===== src/rtl/rsv_wait_ctrl.sv =====
module rsv_wait_ctrl #(
  parameter int IRQ_W    = 16,
  parameter int STO_CYC  = 64,
  parameter int TRAP_CYC = 1024
) (
  input  logic             clk,
  input  logic             rst_n,
  input  logic             issue_valid,
  input  logic [31:0]      insn,
  input  logic             rsv_valid,
  input  logic [IRQ_W-1:0] irq_pending,
  input  logic [1:0]       priv,
  input  logic             virt,
  input  logic             tw,
  input  logic             vtw,
  input  logic             spurious_wake,
  output logic             stall_active,
  output logic             lowpower_req,
  output logic             done,
  output logic             ill_exc,
  output logic             virt_exc
);
  localparam int STO_W  = $clog2(STO_CYC + 1);
  localparam int TRAP_W = $clog2(TRAP_CYC + 1);
  localparam logic [STO_W-1:0]  STO_LAST  = STO_W'(STO_CYC - 1);
  localparam logic [TRAP_W-1:0] TRAP_LAST = TRAP_W'(TRAP_CYC - 1);
  localparam logic [1:0] PRIV_M = 2'b11;

  logic              sto_mode;
  logic [STO_W-1:0]  sto_cnt;
  logic [TRAP_W-1:0] trap_cnt;

  wire sys_zero = insn[6:0] == 7'h73 && insn[11:7] == 5'd0 &&
                  insn[14:12] == 3'd0 && insn[19:15] == 5'd0;
  wire is_nto = sys_zero && insn[31:20] == 12'h00D;
  wire is_sto = sys_zero && insn[31:20] == 12'h01D;

  wire wake_now    = !rsv_valid || (|irq_pending);
  wire start       = issue_valid && !stall_active && (is_nto || is_sto);
  wire sto_expired = sto_mode && sto_cnt == STO_LAST;
  wire wake        = stall_active && (wake_now || spurious_wake || sto_expired);
  wire trap_hit    = stall_active && !sto_mode && trap_cnt == TRAP_LAST && !wake;
  wire want_ill    = tw && priv != PRIV_M;
  wire want_virt   = virt && vtw && !tw && priv != PRIV_M;

  assign done         = (start && wake_now) || wake;
  assign ill_exc      = trap_hit && want_ill;
  assign virt_exc     = trap_hit && want_virt;
  assign lowpower_req = stall_active && !done && !ill_exc && !virt_exc;

  always_ff @(posedge clk or negedge rst_n) begin
    if (!rst_n) begin
      stall_active <= 1'b0;
      sto_mode     <= 1'b0;
      sto_cnt      <= '0;
      trap_cnt     <= '0;
    end else if (start && !wake_now) begin
      stall_active <= 1'b1;
      sto_mode     <= is_sto;
      sto_cnt      <= '0;
      trap_cnt     <= '0;
    end else if (done || ill_exc || virt_exc) begin
      stall_active <= 1'b0;
    end else if (stall_active) begin
      if (sto_mode && sto_cnt != STO_LAST) sto_cnt <= sto_cnt + 1'b1;
      if (!sto_mode && trap_cnt != TRAP_LAST) trap_cnt <= trap_cnt + 1'b1;
    end
  end


  lp_only_stall_chk: assert property (@(posedge clk) disable iff (!rst_n)
    lowpower_req |-> stall_active && !done);

  one_outcome_chk: assert property (@(posedge clk) disable iff (!rst_n)
    $onehot0({done, ill_exc, virt_exc}));

  rsv_loss_chk: assert property (@(posedge clk) disable iff (!rst_n)
    stall_active && !rsv_valid |-> done);

  irq_wake_chk: assert property (@(posedge clk) disable iff (!rst_n)
    stall_active && (|irq_pending) |-> done && !ill_exc && !virt_exc);

  m_no_trap_chk: assert property (@(posedge clk) disable iff (!rst_n)
    (ill_exc || virt_exc) |-> priv != PRIV_M);

  exc_ends_chk: assert property (@(posedge clk) disable iff (!rst_n)
    (ill_exc || virt_exc || done) |=> !stall_active);
endmodule


===== config.mk =====
export PLATFORM = sky130hd
export DESIGN_NAME = rsv_wait_ctrl
export DESIGN_NICKNAME = d
export VERILOG_FILES = /design/src/rtl/rsv_wait_ctrl.sv
export SDC_FILE = /design/constraint.sdc
export NUM_CORES = 1
export LEC_CHECK = 0
export BUFFER_PORTS_ARGS = -buffer_cell sky130_fd_sc_hd__buf_2
export CORE_MARGIN = 5
export CORE_UTILIZATION = 50
export DETAILED_ROUTE_END_ITERATION = 10
export PLACE_DENSITY = 0.89
export SYNTH_ARGS = -nofsm -noshare
export SYNTH_HDL_FRONTEND = slang
export SYNTH_SLANG_ARGS = --single-unit

===== constraint.sdc =====
create_clock -name clk -period 5.8 [get_ports clk]
set_clock_uncertainty 0.15 [all_clocks]
set_input_delay 0.58 -clock clk [delete_from_list [all_inputs] [get_ports clk]]
set_output_delay 0.58 -clock clk [all_outputs]
set_load 0.05 [all_outputs]

==> results of run 1 <==
[state kept, by name, indices dropped and copies added (netlist names)]
| register | count |
|---|---|
| stall_active | 1 |
| sto_cnt | 7 |
| sto_mode | 1 |
| trap_cnt | 11 |
[routing by layer]
metal  share of wire [%]  vias up  routed length [um]  track usage (%)
li1                    -      686                   -                -
met1                  41      643                1400             22.9
met2                  49       39                1680             35.3
met3                 8.4        9                 289             5.17
met4                 1.6        0                  54             6.06
met5                   0        -                   0                0
[power by group]
| part | internal, mW | switching (mW) |
|---|---|---|
| Sequential | 0.139 | 0.000000386 |
| Combinational | 0.0162 | 0.0120 |
| Clock | 0.0384 | 0.0446 |
| Total | 0.194 | 0.0566 |
[area by class of cell]
| type | instances | area, um^2 | share of cell area [%] |
|---|---|---|---|
| multi-input cells | 121 | 795 | 46.9 |
| inverters | 4 | 15.0 | 0.886 |
| clock buffers | 4 | 36.3 | 2.14 |
| well taps | 30 | 37.5 | 2.22 |
| flip-flops and latches | 20 | 500 | 29.5 |
| repair buffers | 62 | 310 | 18.3 |
[worst max-delay path, stage by stage (launching register included)]
cell and delay, ns:
dfrtp_1 0.39, ha_1 0.20, and3_1 0.23, and4_1 0.43, nand3_1 0.15, nor3_1 0.25
and4b_1 0.23, buf_2 0.26
[path summary, 6_finish.rpt]
path,from,endpoint,slack [ns],depth (start not counted)
max,trap_cnt[0],virt_exc,2.63,7
min reg2reg,trap_cnt[10],trap_cnt[10],0.36,2
min in group clk,trap_cnt[10],trap_cnt[10],0.36,2
min,rst_n,trap_cnt[2],0.04,1
max in group asynchronous,rst_n,sto_mode,5.15,1
max reg2reg,stall_active,sto_mode,3.56,5
[cells by family after synthesis]
family	after synthesis
flops	20
fa+ha+maj	2
mux	3
simple gates	95
buf+inv	10
xor+xnor	13
compound gates	8
[cell usage in the layout (no fill, tap or decap), types with 3 or more instances in the layout]
cell / Yosys / layout
and3_1: 4 / 4
nor4_1: 12 / 12
buf_2: 5 / 62
dfrtp_1: 20 / 20
nand4_1: 8 / 8
and2_1: 6 / 6
nor2_1: 16 / 16
nand3_1: 8 / 8
or3_1: 5 / 5
nor3_1: 9 / 9
mux2i_1: 3 / 3
nor2b_1: 3 / 3
nor4b_1: 5 / 5
xnor2_1: 12 / 12
nand2_1: 6 / 6
inv_1: 4 / 4
a21oi_1: 3 / 3
clkbuf_4: 0 / 3
[metrics by stage]
| step | cells | setup WS (ns) | total power, mW | util, % |
|---|---|---|---|---|
| final | 241 | 2.63 | 0.251 | 67.2 |
| after global routing | 241 | 2.52 | 0.263 | 67.2 |
| after CTS | 241 | 2.64 | 0.253 | 67.2 |
| after detailed placement | 237 | 2.82 | 0.171 | 65.7 |
| after global placement | 237 | 2.93 | 0.170 | 65.7 |
| after floorplan | 151 | 2.89 | 0.147 | - |
==> metrics.txt, run 1 <==
top cells by area, synth dfrtp_1 (37%), xnor2_1 (7.9%), nor4_1 (5.6%), nor2_1 (4.5%), nand4_1 (3.7%); hold_buf cts 0; Antenna Nets Post-Route 0; Yosys top cell by area dfrtp_1; Vias 1377; Die H a little over 60 um; Post-Syn Nets about 210; Synth Flop Type dfrtp_1; wire length per cell around 14 um; first-pass GRT wire length 5.63 mm; Clock Latency Late Sink 0.31 ns; Synth Area in Adders approximately 1.9%; HP Class input port to async pin; vias in the first global route 1377; I/O pin total 63; post-cts resize count 0; crit path launch type flop; Crit path required time a little over 5 ns; final worst path period need between 3 and 4 ns; yosys warns 0; H-tree levels 1; Die ar. 3810 um^2; worst-path fanout max 10; crit end category output port; synthesized area per cell roughly 8.9 um^2; outcome complete, no violations; fmax about 320 MHz; worst path arrival time approximately 2.4 ns; Slew Viols, Final 0; RSZ-0062 raised after global routing no; Fill cells 226; cell count after synthesis 151; Post-Synth Simple-Gate Area 42.7%; Chip Width about 60 um; setup bufs post-CTS 0; Reg clk slew, reported paths 0.12 ns; Synth Area in Compound Gates around 4%; Longest Clk Path Bufs 2; CTS tree done; CTS Buf Count 3; Fin. Hold Viols 0; Starting Density a little over half; initial antenna violation count 0; Post-DP Area ~1700 um^2; Leakage between 0.7 and 0.8 nW; flops & latches, synth 20; Seq/Total Area, Yosys between 30% and 40%; largest net degree at the start of global routing 21; count leader, synth dfrtp_1; 1st-iter DRT viols 51; TNS Setup 0 ns; post-synthesis mux area share 2.24%; synthesized area about 1300 um^2; Nets about 270; average via count per standard cell roughly 5.7; Yosys cell types 35; Total GRT Usage between 10% and 20%; synthesis-to-layout area growth 26.5%; number of max-cap violations 0; Row Count 18; DP HPWL approximately 2.8 mm; Final GP Congestion approximately 0.83; Core Area 2520 um^2; Post-synth EDFFs 0; Slew HR a little over 50%; root buffer selected by CTS clkbuf_4; Synth top area share between 30 and 40%; Hold WS ~0.040 ns; Async S/R FF share, synth 100%; fin crit share 54.7%; Max IR drop VDD approximately 0.14 mV; xor/xnor cell area share of the yosys netlist under 10%; final setup vio count 0; pwr dens 148 nW/um^2; Worst Tran Pin Value approximately 0.72 ns; layout cells sized above 1 about 33%; largest family of logic cells by synthesized area simple AND/OR/NAND/NOR gates; final wirelength about 3.4 mm; drc violations 0; fin area 1690 um^2; I/O Buffers 62; kind of critical path flop to output port; GRT overflow 0; First-pass DRT Iterations 4; list of most frequent post-synthesis cells dfrtp_1 (20), nor2_1 (16), nor4_1 (12), xnor2_1 (12), nor3_1 (9); n_diodes 0; CTS sink cnt 20
No activity file was read; power rests on OpenSTA's default activity.
==> inputs of run 2 (changes only) <==
CORE_UTILIZATION = 42   (was 50)
PLACE_DENSITY = 0.8   (was 0.89)
clock period = 2.6 ns   (was 5.8 ns; I/O delays follow)
==> run 2 against run 1 <==
  * Cell count is 7.9% higher
  * Global-route usage is 3.2 points lower
  * Via count is 0.73% higher
  * Sequential power is 120% higher
  * Critical path type unchanged
  * Critical endpoint unchanged
==> metrics.txt, run 2 (synthesis gave the netlist of run 1 again) <==
met1 WL 1.43 mm (+1.9%); outcome complete, no violations; worst-path fanout max 4 (-6); TNS Setup 0 ns (unchanged); GRT overflow 0 (unchanged); pwr dens 352 nW/um^2 (+140%); HP Class input port to flop; largest net degree at the start of global routing 21 (unchanged); synthesis-to-layout area growth 33.2%; n_diodes 0 (unchanged); Nets 277 (+1.8%); biggest regs trap_cnt x11, sto_cnt x7; Seq pwr share 49.5% (-6.1 points); First-pass DRT Iterations 4 (unchanged); hold depth 3; CTS tree done; Die H 66.5 um (+7.6%); Final GP Congestion 0.786 (-5.8%); Crit path required time 2.19 ns (-2.88 ns); initial antenna violation count 0 (unchanged); Worst Tran Pin Value 0.480 ns (-0.243 ns); final setup vio count 0 (unchanged); vias in the first global route 1346 (-2.3%); worst setup margin 0.192 ns (-2.44 ns); Routed met3 length 281 um (-2.8%); Slew HR 67.9% (+16 points); RSZ-0062 raised after global routing no; Starting Density 43.9% (-9.2 points); switching power 124 uW (+120%); Chip Width 66.5 um (+7.6%); Longest Clk Path Bufs 2 (unchanged); first-pass GRT wire length 5.72 mm (+1.6%); crit end category output port; I/O Buffers 62 (unchanged); Core Area 3050 um^2 (+21%); average via count per standard cell 5.33 (-6.6%); fmax between 400 and 500 MHz; 1st-iter DRT viols 24 (-53%); Place WS 0.294 ns (-2.52 ns); final worst path period need about 2.4 ns; root buffer selected by CTS clkbuf_4; Comb power frac 10.1% (-1.2 points); number of max-cap violations 0 (unchanged); Vias 1387 (+0.73%); Die ar. 4420 um^2 (+16%); CTS sink cnt 20 (unchanged); Clock Latency Late Sink 0.31 ns (about the same); CTS Buf Count 3 (unchanged); layout cells sized above 1 35.2% (+2.0 points); worst path arrival time 2.00 ns (-0.44 ns); R2R Setup Slk 0.41 ns (-3.15 ns); crit path launch type flop; Antenna Nets Post-Route 0 (unchanged); Reg clk slew, reported paths 0.12 ns (about the same); setup bufs post-CTS 0 (unchanged); clock power share 40.4% (+7.3 points); hold_sp insn[24]; wire length per cell 13.2 um (-6.9%); Leakage 0.817 nW (+3.7%); Total GRT Usage 16.5% (-3.2 points); Row Count 20 (+2); Slew Viols, Final 0 (unchanged); FF-to-FF End trap_cnt[1]; fin crit share roughly 93%; Fin. Hold Viols 0 (unchanged); final wirelength 3.44 mm (+0.47%); highest metal layer with signal wires met4; hold-critical path endpoint sto_mode; Max IR drop VDD 0.297 mV (+120%); drc violations 0 (unchanged); Largest register FFs 11 (unchanged); DP HPWL 2.83 mm (+2.2%); Sw Share 19.8% (-2.8 points); Power Internal 504 uW (+160%); I/O pin total 63 (unchanged); commonest non-fill, non-tap cell in the layout buf_2; worst r2r path cells 7 (+2); H-tree levels 1 (unchanged); WL met2 1.69 mm (+0.72%); Most flops, register trap_cnt; most frequent cells in the layout buf_2 (60), dfrtp_1 (20), nor2_1 (16), nor4_1 (12), xnor2_1 (12); r2r startpoint trap_cnt[0]; kind of critical path flop to output port
[run 2: critical path, stage by stage (launching register included)]
cell and delay [ns]:
dfrtp_1 0.40, ha_1 0.20, and3_4 0.21, and4_1 0.20, nand3_1 0.12, nor3_2 0.14, and4b_1 0.21, clkbuf_4 0.22
[run 2: power by group through the flow]
stage                     sequential [mW]  combinational (mW)  clock (mW)
after CTS                           0.311              0.0642       0.266
after floorplan                     0.317              0.0104           0
after global routing                0.311              0.0709       0.278
after global placement              0.317              0.0616           0
final                               0.311              0.0635       0.254
after detailed placement            0.317              0.0629           0
[run 2: stage by stage]
stage                     utilization [%]  instances  cell area, um^2  total power [mW]  hold slack [ns]
after detailed placement             55.9        255             1710             0.380           0.0828
after CTS                            57.9        260             1770             0.641           0.0704
after global placement               55.9        255             1710             0.379           0.0811
final                                58.4        260             1780             0.628           0.0773
after floorplan                         -        151             1340             0.327           -0.186
after global routing                 58.4        260             1780             0.660           0.0747
[run 2: repair_timing]
action | CTS | global route
gates resized for setup | 0 | 5
hold endpoints to repair | 20 | 0
hold buffers | 1 | 0
setup endpoints to repair | 0 | 3
[run 2: area by class of cell]
type / count / area [um^2]
fill: 281 / 1270
multi-input combinational: 121 / 805
sequential: 20 / 500
timing repair buffer: 67 / 355
tap: 44 / 55.1
clock inverter: 1 / 30.0
clock buffer: 3 / 22.5
inverter: 4 / 15.0
[run 2: metal layers]
layer	GRT usage, %	vias to the layer above
met5	0	-
met4	4.57	0
met3	5.06	4
met2	29.0	39
met1	19.2	646
li1	-	698
[run 2: worst max-delay path by stage]
stage	from	end	slack, ns	cells after the start
finish	trap_cnt[0]	virt_exc	0.19	7
global route	stall_active	done	0.01	6
CTS	trap_cnt[0]	virt_exc	0.08	7
detailed placement	irq_pending[1]	virt_exc	0.29	7
global placement	irq_pending[11]	virt_exc	0.36	7
floorplan	stall_active	done	0.06	5
==> inputs of run 3 (changes only) <==
PLACE_DENSITY = 0.77   (was 0.8)
==> run 3 against run 2 <==
  * Routed wire length down 0.29%
  * Core utilization down 0.20 points
  * Register-to-register slack about the same
  * Via count up 0.87%
  * Critical path type unchanged
  * Combinational power about the same
  * Sequential cell count unchanged
  * Sequential power about the same
==> metrics.txt, run 3 (synthesis gave the netlist of run 1 again) <==
Core Area 3050 um^2 (unchanged); vias in the first global route 1358 (+0.89%); Die ar. 4420 um^2 (unchanged); crit end category output port; Final GP Congestion 0.763 (-3.0%); Largest register FFs 11 (unchanged); Most flops, register trap_cnt; Post-DP Area 1710 um^2 (+0.44%); Slew Viols, Final 0 (unchanged); fmax 415 MHz (about the same); grt met2 use 29.4% (+0.37 points); wire length per cell 13.1 um (-1.1%); CP cell instances ha_1 > and3_1 > and4_1 > nand3_1 > nor3_2 > and4b_1 > buf_4; Antenna Nets Post-Route 0 (unchanged); H-tree levels 1 (unchanged); synthesis-to-layout area growth 32.7%; kind of critical path flop to output port; Reg clk slew, reported paths 0.11 ns (about the same); fin area 1780 um^2 (-0.35%); GR Util met3 3.04% (-2.0 points); CTS sink cnt 20 (unchanged); I/O pin total 63 (unchanged); Longest Clk Path Bufs 2 (unchanged); commonest non-fill, non-tap cell in the layout buf_2; Max IR drop VDD 0.227 mV (-23%); I/O Buffers 62 (unchanged); GRT overflow 0 (unchanged); final worst path period need 2.41 ns (+0.00135 ns); CTS tree done; HP Class input port to flop; Hold WS 0.0760 ns (-0.00127 ns); Leakage 0.823 nW (+0.74%); layer with the highest usage met2; number of max-cap violations 0 (unchanged); GR Util met1 20.4% (+1.2 points); CTS Buf Count 3 (unchanged); fin crit share 92.7% (about the same); drc violations 0 (unchanged); worst path arrival time 2.00 ns (about the same); Starting Density 43.9% (unchanged); 1st-iter DRT viols 43 (+79%); Largest stage delay, worst path 0.40 ns (about the same); n_diodes 0 (unchanged); most frequent cells in the layout buf_2 (60), dfrtp_1 (20), nor2_1 (16), nor4_1 (12), xnor2_1 (12); Worst Tran Pin Value 0.449 ns (-0.0316 ns); First-pass DRT Iterations 4 (unchanged); Row Count 20 (unchanged); slowest CP cell dfrtp_1; Chip Width 66.5 um (unchanged); Fin. Hold Viols 0 (unchanged); Cells after DPL 256 (+0.39%); crit path launch type flop; final wirelength 3.43 mm (-0.29%); average via count per standard cell 5.34 (about the same); Clock Latency Late Sink 0.31 ns (about the same); Crit path required time 2.19 ns (about the same); Slew HR 69.7% (+1.8 points); final setup vio count 0 (unchanged); Die H 66.5 um (unchanged); pwr dens 313 nW/um^2 (-11%); fin cells 262 (+0.77%); Total GRT Usage 16.5% (-0.024 points); root buffer selected by CTS clkbuf_4; first-pass GRT wire length 5.73 mm (+0.12%); Vias 1399 (+0.87%); biggest regs trap_cnt x11, sto_cnt x7; DP HPWL 2.74 mm (-3.0%); worst-path fanout max 4 (unchanged); layout cells sized above 1 35.3% (+0.14 points); outcome complete, no violations; initial antenna violation count 0 (unchanged); Nets 279 (+0.72%); largest net degree at the start of global routing 21 (unchanged); TNS Setup 0 ns (unchanged)
==> run 3: cell type report <==
type	instances	area (um^2)
fillers	295	1280
flip-flops and latches	20	500
repair buffers	69	370
clock buffers	4	36.3
multi-input cells	121	800
well taps	44	55.1
inverters	4	15.0
==> run 3: path summary, 6_finish.rpt <==
| check | end | slack, ns | start | cells past startpoint |
|---|---|---|---|---|
| worst max-delay path | virt_exc | 0.19 | trap_cnt[0] | 7 |
| worst min-delay path | sto_mode | 0.08 | insn[24] | 3 |
| worst max register to register | trap_cnt[1] | 0.41 | trap_cnt[0] | 7 |
| worst min register to register | trap_cnt[10] | 0.37 | trap_cnt[10] | 2 |
| max in group asynchronous | stall_active | 1.72 | rst_n | 2 |
| min in group asynchronous | trap_cnt[6] | 0.26 | rst_n | 2 |
==> run 3: report_power, final <==
| part | internal, mW | total, mW | switching [mW] |
|---|---|---|---|
| clock | 0.0854 | 0.183 | 0.0972 |
| sequential | 0.311 | 0.311 | 0.000000856 |
| combinational | 0.0372 | 0.0632 | 0.0260 |
| total | 0.434 | 0.557 | 0.123 |
==> run 3: critical path: cells and delay by family, from the launching register on <==
kind / cells / cell delay, ns
adder cells (fa/ha/maj): 1 / 0.20
buffers and inverters: 1 / 0.19
AND/OR/NAND/NOR: 5 / 0.91
flip-flops: 1 / 0.40
==> run 3: through the flow <==
step	util (%)	setup WS, ns	power [mW]
2_1_floorplan	-	0.0571	0.327
3_3_place_gp	56.1	0.365	0.378
3_5_place_dp	56.1	0.340	0.380
4_1_cts	57.6	0.0613	0.564
5_1_grt	58.2	-0.00653	0.588
6_report	58.2	0.191	0.557
==> run 3: repair_timing <==
| action | in CTS | in global routing |
|---|---|---|
| setup endpoints to repair | 0 | 3 |
| buffers inserted | 0 | 1 |
| endpoints found under the hold margin | 20 | 0 |
| hold buffers | 1 | 0 |
| resized for setup | 0 | 4 |
==> run 3: routing by layer <==
metal	up-vias	part of all wire, %
met4	0	0.38
li1	699	-
met2	35	50
met5	-	0
met3	2	5.9
met1	663	44
